===== config.mk =====
export PLATFORM = sky130hd
export DESIGN_NAME = refresh_phase_sequencer
export DESIGN_NICKNAME = d
export VERILOG_FILES = /design/src/rtl/rps_pkg.sv /design/src/rtl/rps_edge_detect.sv /design/src/rtl/rps_tick_counter.sv /design/src/rtl/rps_phase_decode.sv /design/src/rtl/rps_rule_monitor.sv /design/src/rtl/refresh_phase_sequencer.sv
export SDC_FILE = /design/constraint.sdc
export NUM_CORES = 1
export LEC_CHECK = 0
export ABC_AREA = 1
export BUFFER_PORTS_ARGS = -buffer_cell sky130_fd_sc_hd__clkbuf_2
export CORE_UTILIZATION = 41
export DETAILED_ROUTE_END_ITERATION = 8
export PLACE_DENSITY = 0.64
export SYNTH_ARGS = -nofsm -noshare
export SYNTH_HDL_FRONTEND = slang
export SYNTH_SLANG_ARGS = --single-unit

===== constraint.sdc =====
create_clock -name clk -period 1.6 [get_ports clk]
set_input_delay 0 -clock clk [delete_from_list [all_inputs] [get_ports clk]]
set_output_delay 0 -clock clk [all_outputs]
set_load 0.05 [all_outputs]

===== src/rtl/rps_pkg.sv =====
package rps_pkg;

  // True when tick t lies in the half-open window [lo, hi).
  function automatic logic in_span(input int unsigned t, input int unsigned lo,
                                   input int unsigned hi);
    return (t >= lo) && (t < hi);
  endfunction

  // Spacing of an edge seen while the counter shows tick t.
  function automatic int unsigned gap_of(input int unsigned t);
    return t + 1;
  endfunction

endpackage


===== src/rtl/rps_edge_detect.sv =====
module rps_edge_detect (
  input  logic clk,
  input  logic rst_n,
  input  logic cyc_in,
  output logic rise_o
);
  logic cyc_q;

  always_ff @(posedge clk) begin
    if (!rst_n) cyc_q <= 1'b0;
    else        cyc_q <= cyc_in;
  end

  assign rise_o = cyc_in & ~cyc_q;
endmodule


===== src/rtl/rps_tick_counter.sv =====
module rps_tick_counter #(
  parameter int MIN_GAP = 40,
  parameter int MAX_GAP = 120,
  parameter int TW      = $clog2(MAX_GAP + 1)
) (
  input  logic          clk,
  input  logic          rst_n,
  input  logic          rise_i,
  output logic [TW-1:0] tick_o,
  output logic          active_o,
  output logic          accept_o,
  output logic          early_o,
  output logic          starve_o
);
  import rps_pkg::*;

  localparam logic [TW-1:0] TICK_SAT  = TW'(MAX_GAP);
  localparam logic [TW-1:0] TICK_LAST = TW'(MAX_GAP - 1);

  logic          spaced_ok;
  logic [TW-1:0] tick_q;
  logic          active_q;

  assign spaced_ok = gap_of(32'(tick_q)) >= MIN_GAP;
  assign accept_o  = rise_i && (!active_q || spaced_ok);
  assign early_o   = rise_i && active_q && !spaced_ok;
  assign starve_o  = !accept_o && (tick_q == TICK_LAST);

  always_ff @(posedge clk) begin
    if (!rst_n) begin
      tick_q   <= '0;
      active_q <= 1'b0;
    end else if (accept_o) begin
      tick_q   <= '0;
      active_q <= 1'b1;
    end else if (tick_q != TICK_SAT) begin
      tick_q   <= tick_q + 1'b1;
    end
  end

  assign tick_o   = tick_q;
  assign active_o = active_q;
endmodule


===== src/rtl/rps_phase_decode.sv =====
module rps_phase_decode #(
  parameter int ROW_END    = 20,
  parameter int REF_BEGIN  = 22,
  parameter int RST_BEGIN  = 24,
  parameter int PHASE_END  = 36,
  parameter int VALID_TICK = 25,
  parameter int TW         = 7
) (
  input  logic [TW-1:0] tick_i,
  input  logic          active_i,
  output logic          row_sel_o,
  output logic          addr_en_o,
  output logic          refresh_o,
  output logic          restore_o,
  output logic          data_valid_o
);
  import rps_pkg::*;

  logic [31:0] t;
  logic        access_win;

  assign t          = 32'(tick_i);
  assign access_win = active_i && in_span(t, 0, ROW_END);

  always_comb begin
    row_sel_o    = access_win;
    addr_en_o    = access_win;
    refresh_o    = active_i && in_span(t, REF_BEGIN, PHASE_END);
    restore_o    = active_i && in_span(t, RST_BEGIN, PHASE_END);
    data_valid_o = active_i && in_span(t, VALID_TICK, VALID_TICK + 1);
  end
endmodule


===== src/rtl/rps_rule_monitor.sv =====
module rps_rule_monitor (
  input  logic clk,
  input  logic rst_n,
  input  logic early_i,
  input  logic starve_i,
  output logic cycle_flag_o,
  output logic refresh_flag_o
);
  always_ff @(posedge clk) begin
    if (!rst_n) begin
      cycle_flag_o   <= 1'b0;
      refresh_flag_o <= 1'b0;
    end else begin
      if (early_i)  cycle_flag_o   <= 1'b1;
      if (starve_i) refresh_flag_o <= 1'b1;
    end
  end
endmodule


===== src/rtl/refresh_phase_sequencer.sv =====
module refresh_phase_sequencer #(
  parameter int ROW_END    = 20,
  parameter int REF_BEGIN  = 22,
  parameter int RST_BEGIN  = 24,
  parameter int PHASE_END  = 36,
  parameter int VALID_TICK = 25,
  parameter int MIN_GAP    = 40,
  parameter int MAX_GAP    = 120
) (
  input  logic clk,
  input  logic rst_n,
  input  logic cyc_clk,
  output logic row_sel,
  output logic addr_en,
  output logic refresh,
  output logic restore,
  output logic data_valid,
  output logic cycle_violation,
  output logic refresh_violation
);
  localparam int TW = $clog2(MAX_GAP + 1);

  // Named internal events, also observed by the bound checker.
  logic          cyc_rise;
  logic [TW-1:0] tick;
  logic          seq_active;
  logic          edge_accept;
  logic          edge_early;
  logic          gap_starve;

  rps_edge_detect u_edge (
    .clk    (clk),
    .rst_n  (rst_n),
    .cyc_in (cyc_clk),
    .rise_o (cyc_rise)
  );

  rps_tick_counter #(
    .MIN_GAP (MIN_GAP),
    .MAX_GAP (MAX_GAP),
    .TW      (TW)
  ) u_count (
    .clk      (clk),
    .rst_n    (rst_n),
    .rise_i   (cyc_rise),
    .tick_o   (tick),
    .active_o (seq_active),
    .accept_o (edge_accept),
    .early_o  (edge_early),
    .starve_o (gap_starve)
  );

  rps_phase_decode #(
    .ROW_END    (ROW_END),
    .REF_BEGIN  (REF_BEGIN),
    .RST_BEGIN  (RST_BEGIN),
    .PHASE_END  (PHASE_END),
    .VALID_TICK (VALID_TICK),
    .TW         (TW)
  ) u_decode (
    .tick_i       (tick),
    .active_i     (seq_active),
    .row_sel_o    (row_sel),
    .addr_en_o    (addr_en),
    .refresh_o    (refresh),
    .restore_o    (restore),
    .data_valid_o (data_valid)
  );

  rps_rule_monitor u_rules (
    .clk            (clk),
    .rst_n          (rst_n),
    .early_i        (edge_early),
    .starve_i       (gap_starve),
    .cycle_flag_o   (cycle_violation),
    .refresh_flag_o (refresh_violation)
  );
endmodule


# After elaboration in Yosys (flattened, before gate mapping)
# Index checks and enable logic that the tools add are counted.
# totals
regBits,11
inputBits,3
output_inout_bits,7
elab_cells,37
# op_classes
add_sub_neg,2
magnitude_cmp,8
eq_ne,2
bitwise,3
reduce_logical,17
# op_table
op,count
"32-bit by 6-bit greater-or-equal comparator with 1-bit output, second input constant",1
"7-bit by 5-bit greater-or-equal comparator with 1-bit output, second input constant",3
"7-bit by 5-bit < comparator with 1-bit output, second input constant",2
1-bit logical AND,12
"7-bit by 1-bit adder with 8-bit output, second input constant",1
"7-bit by 1-bit adder with 7-bit output, second input constant",1
"7-bit equality test, second input constant",1
"7-bit by 1-bit greater-or-equal comparator with 1-bit output, second input constant",1
"7-bit by 6-bit < comparator with 1-bit output, second input constant",1
"7-bit != test, second input constant",1
1-bit logical NOT,3
1-bit inverter,2
2-bit OR reduction,1
1-bit AND,1
1-bit logical OR,1

# Logic depth before layout (Yosys ltp)
# logic_depth
depth_word,6
ltp_mapped,10
depth_no_buf,10

# By module
# Synthesis repeated with hierarchy kept, for this count alone.
# hier_totals
cells_unflattened,110
hier_area_um2,671.9
# modules_own_cells
module,n_inst,cells_per_inst,area_per_inst_um2,seq_area_each_um2
rps_tick_counter,1,72,466.7,160.2
rps_phase_decode,1,26,108.9,0.0
rps_rule_monitor,1,7,58.8,40.0
rps_edge_detect,1,5,37.5,20.0

# Worst setup path before layout
# No wires, ideal clock.
# synth_path
kind,reg-to-output
from,"register u_count.tick_q[0], in the netlist u_count.tick_o[0]"
to,output data_valid
arrival_time_ns,2.150
required_ns,1.600
setup_slack_ns,-0.550
path_stages_with_launch,4
path_buffers,0
path_cell_list,dfxtp_1 ha_1 nor2_1 nor4_1
# synth_between
elab_chain_cells,3
elab_cells_between_ends,4
classes_between,2 x order compare; 2 x reduce/logical
# synth_rtl
element,line_no,rtl
start: declaration,rps_tick_counter.sv:21,logic [TW-1:0] tick_q;
start signal: assignment,rps_tick_counter.sv:37,tick_q <= tick_q + 1'b1;
7-bit by 5-bit greater-or-equal comparator with 1-bit output or 7-bit by 5-bit < comparator with 1-bit output (tied branches),rps_pkg.sv:6,return (t >= lo) && (t < hi);
1-bit logical AND *,rps_pkg.sv:6,
1-bit logical AND *,rps_phase_decode.sv:30,"data_valid_o = active_i && in_span(t, VALID_TICK, VALID_TICK + 1);"
end: declaration,refresh_phase_sequencer.sv:17,"output logic data_valid,"
# Mark *: on every way between the ends. The rest lies on a longest branch, timed or not.

# Worst setup path in the final report
# layout_path
from,"register u_count.tick_q[0], in the netlist u_count.tick_o[0]"
to,output refresh
# layout_between
elab_chain_cells,3
elab_cells_between_ends,4
classes_between,2 x order compare; 2 x reduce/logical
# layout_rtl
element,line_no,rtl
7-bit by 5-bit greater-or-equal comparator with 1-bit output or 7-bit by 6-bit < comparator with 1-bit output (tied branches),rps_pkg.sv:6,
1-bit logical AND *,rps_pkg.sv:6,
1-bit logical AND *,rps_phase_decode.sv:28,"refresh_o = active_i && in_span(t, REF_BEGIN, PHASE_END);"
end: declaration,refresh_phase_sequencer.sv:15,"output logic refresh,"
# Marks and branches as above.

==> out/metrics.csv <==
stage,metric,value,unit
outcome,run status,finished clean,
flow_run,max cap viols,0,
power,peak supply drop,0.383,mV
power,PnR Total Power,0.583,mW
finish,ant diodes,0,
timing,fmax,659,MHz
yosys,Synth Register Bits,11,
die,Die W,42.7,um
setup_path,CP Launch Type,register,
setup_path,crit path kind,register to output port,
placement,detailed placer's ending HPWL,993,um
setup_path,"Data required, critical path",1.60,ns
routing,Initial DRC Count,9,
yosys,"Async S/R FF share, synth",0,%
clock_tree,CTS Root Cell,clkbuf_4,
yosys,Netlist cell types,22,
timing,Setup Total Neg Slack,0,ns
yosys,Post-synth EDFFs,0,
global_routing,Total GRT Usage,16.2,%
die,initial cell density of the core,44.6,%
yosys,Avg Inst Size Synth,6.66,sq um
yosys,post-synthesis sequential area ratio,32.4,%
timing,post-route worst setup slack,0.0835,ns
power,Pleak,0.392,nW
setup_path,crit-path cells,buf_4 -> inv_1 -> ha_1 -> nor2_1 -> nor2_1 -> o21bai_1 -> inv_1 -> buf_2,
clock_tree,H-Tree Depth,1,
setup_path,critical path arrival,1.52,ns
timing,Worst Tran Pin Value,0.277,ns
global_routing,vias in the first global route,551,
yosys,YS warnings,0,
routing,1st-pass router iterations,4,
timing,final hold vios,0,
yosys,Synth Cell Area,679,sq um
timing,unrepaired setup endpoints after global routing,false,
timing,Slew HR,81.6,%
timing,Slew Limit Fails,0,
routing,final antenna-violating net count,0,
routing,# DRC,0,
min_path,Hold Path Class,primary input to register,
global_routing,initial antenna violation count,0,
setup_path,Crit. End Element,output port,
routing,DR vias/cell,4.69,
die,Ports,10,
timing,Final min period,1.52,ns
routing,final wirelength,1.26,mm
timing,Final Skew,0.000555,ns
power,Power Density,729,mW/mm^2
clock_tree,CTS tree,yes,
yosys,Synth top area share,32.4,%
clock_tree,Worst-path clk slew,0.07,ns
setup_path,CP max stage cell,dfxtp_1,
clock_tree,worst-skew pair later-pin latency,0.27,ns
clock_tree,Longest Clk Path Bufs,2,
finish,area grow syn2layout,17.7,%
yosys,Synth Instances,102,
setup_path,CP max stage delay,0.33,ns
die,die area,0.00182,sq mm
yosys,"Top FF cell, synth",dfxtp_1,
die,row count,14,
clock_tree,total CTS buffers,3,
routing,vias,619,
yosys,cell taking the most area after synthesis,dfxtp_1,
global_routing,first-pass GRT wire length,2.25,mm
placement,number of port buffers,9,
clock_tree,Clock Sinks,11,
yosys,post-synthesis net count,109,
die,Die Height,42.7,um
timing,final worst-path cycle share,94.8,%
placement,Place WS,0.122,ns
yosys,top post-synthesis cells by area,"dfxtp_1 32%, nand2_1 12%, nor2_1 12%",
placement,Placer Congestion,0.785,
global_routing,Overflow after GRT,0,
setup_path,CP Max Fanout,6,
yosys,commonest cells in the netlist,"21 x nand2_1, 21 x nor2_1, 17 x inv_1",
die,area of the core,0.00152,sq mm
finish,Layout Nets,124,
global_routing,largest net degree at the start of global routing,10,
routing,WL/cell,9.55,um
timing,final setup fails,0,
finish,share of cells above drive strength 1,23.3,%
[flip-flops by register name, indices dropped and copies added (netlist names)]
signal,cells
u_count.tick_o,7
u_count.active_o,1
u_edge.cyc_q,1
u_rules.cycle_flag_o,1
u_rules.refresh_flag_o,1
[report_power, final]
part           leakage, nW  switching [mW]  internal [mW]
Clock               0.0177          0.0948         0.0925
Combinational        0.284          0.0696         0.0361
Sequential          0.0905         0.00727          0.283
[cell usage in the layout (no fill, tap or decap), types with 2 or more instances in the layout]
| cell type | n |
|---|---|
| buf_4 | 3 |
| nand3_1 | 4 |
| inv_1 | 17 |
| nor2_2 | 5 |
| nand2_2 | 2 |
| nand2_1 | 21 |
| o21ai_0 | 2 |
| nor2_1 | 19 |
| clkbuf_4 | 3 |
| ha_1 | 4 |
| clkbuf_2 | 7 |
| dfxtp_1 | 10 |
| nand4_1 | 2 |
| a21oi_1 | 3 |
[critical path: cells and delay by family, from the launching register on]
kind | cells | cell delay (ns)
AOI/OAI and AO/OA | 1 | 0.11
adders and majority gates | 1 | 0.19
buffers and inverters | 4 | 0.45
DFF | 1 | 0.33
and+or+nand+nor | 2 | 0.16
[metal layers]
| metal | vias to the layer above | share of wire [%] | GRT usage, % |
|---|---|---|---|
| met1 | 265 | 54 | 22.4 |
| met2 | 10 | 43 | 23.6 |
| li1 | 344 | - | - |
| met4 | 0 | 0 | 3.75 |
| met3 | 0 | 3.5 | 6.38 |
| met5 | - | 0 | 0 |
[worst paths after layout]
check	start	to	slack, ns	cells after the start
hold / removal	rst_n	u_edge.cyc_q$_SDFF_PN0_	0.01	3
hold reg to reg	u_rules.refresh_flag_o$_SDFFE_PN0P_	u_rules.refresh_flag_o$_SDFFE_PN0P_	0.44	2
setup / recovery	u_count.tick_o[0]$_SDFFE_PP0P_	refresh	0.08	8
setup reg to reg	u_count.tick_o[0]$_SDFFE_PP0P_	u_count.tick_o[6]$_SDFFE_PP0P_	0.21	9
[cell type report]
class / count / area [sq um]
clock inverter: 1 / 5.00
tap: 16 / 20.0
fill: 161 / 724
inverter: 17 / 63.8
multi-input combinational: 72 / 392
sequential: 11 / 224
timing repair buffer: 12 / 72.6
clock buffer: 3 / 22.5
[what timing repair did]
action | 4_1_cts | 5_1_grt
setup buffers | 0 | 0
pin swaps | 0 | 1
hold buffers | 1 | 0
gates resized for setup | 1 | 6
hold endpoints to repair | 1 | 0
setup endpoints to repair | 1 | 4
[kinds of logic after synthesis]
kind of cell,after synthesis,share of synthesized area [%]
buffers and inverters,19,11.6
and+or+nand+nor,59,40.7
xor gates and xnor gates,1,1.29
adders and majority gates,4,7.37
DFF,11,32.4
AOI/OAI and AO/OA,8,6.63
[stage by stage]
| stage | instances | utilization, % | area [sq um] | hold WS, ns |
|---|---|---|---|---|
| after global routing | 132 | 52.5 | 800 | 0.00589 |
| after floorplan | 102 | - | 688 | 0.0935 |
| after global placement | 127 | 49.4 | 753 | 0.197 |
| after detailed placement | 127 | 49.4 | 753 | 0.201 |
| final | 132 | 52.5 | 800 | 0.0143 |
| after CTS | 132 | 52.0 | 792 | 0.0118 |
(Power assumes the default switching activity.)
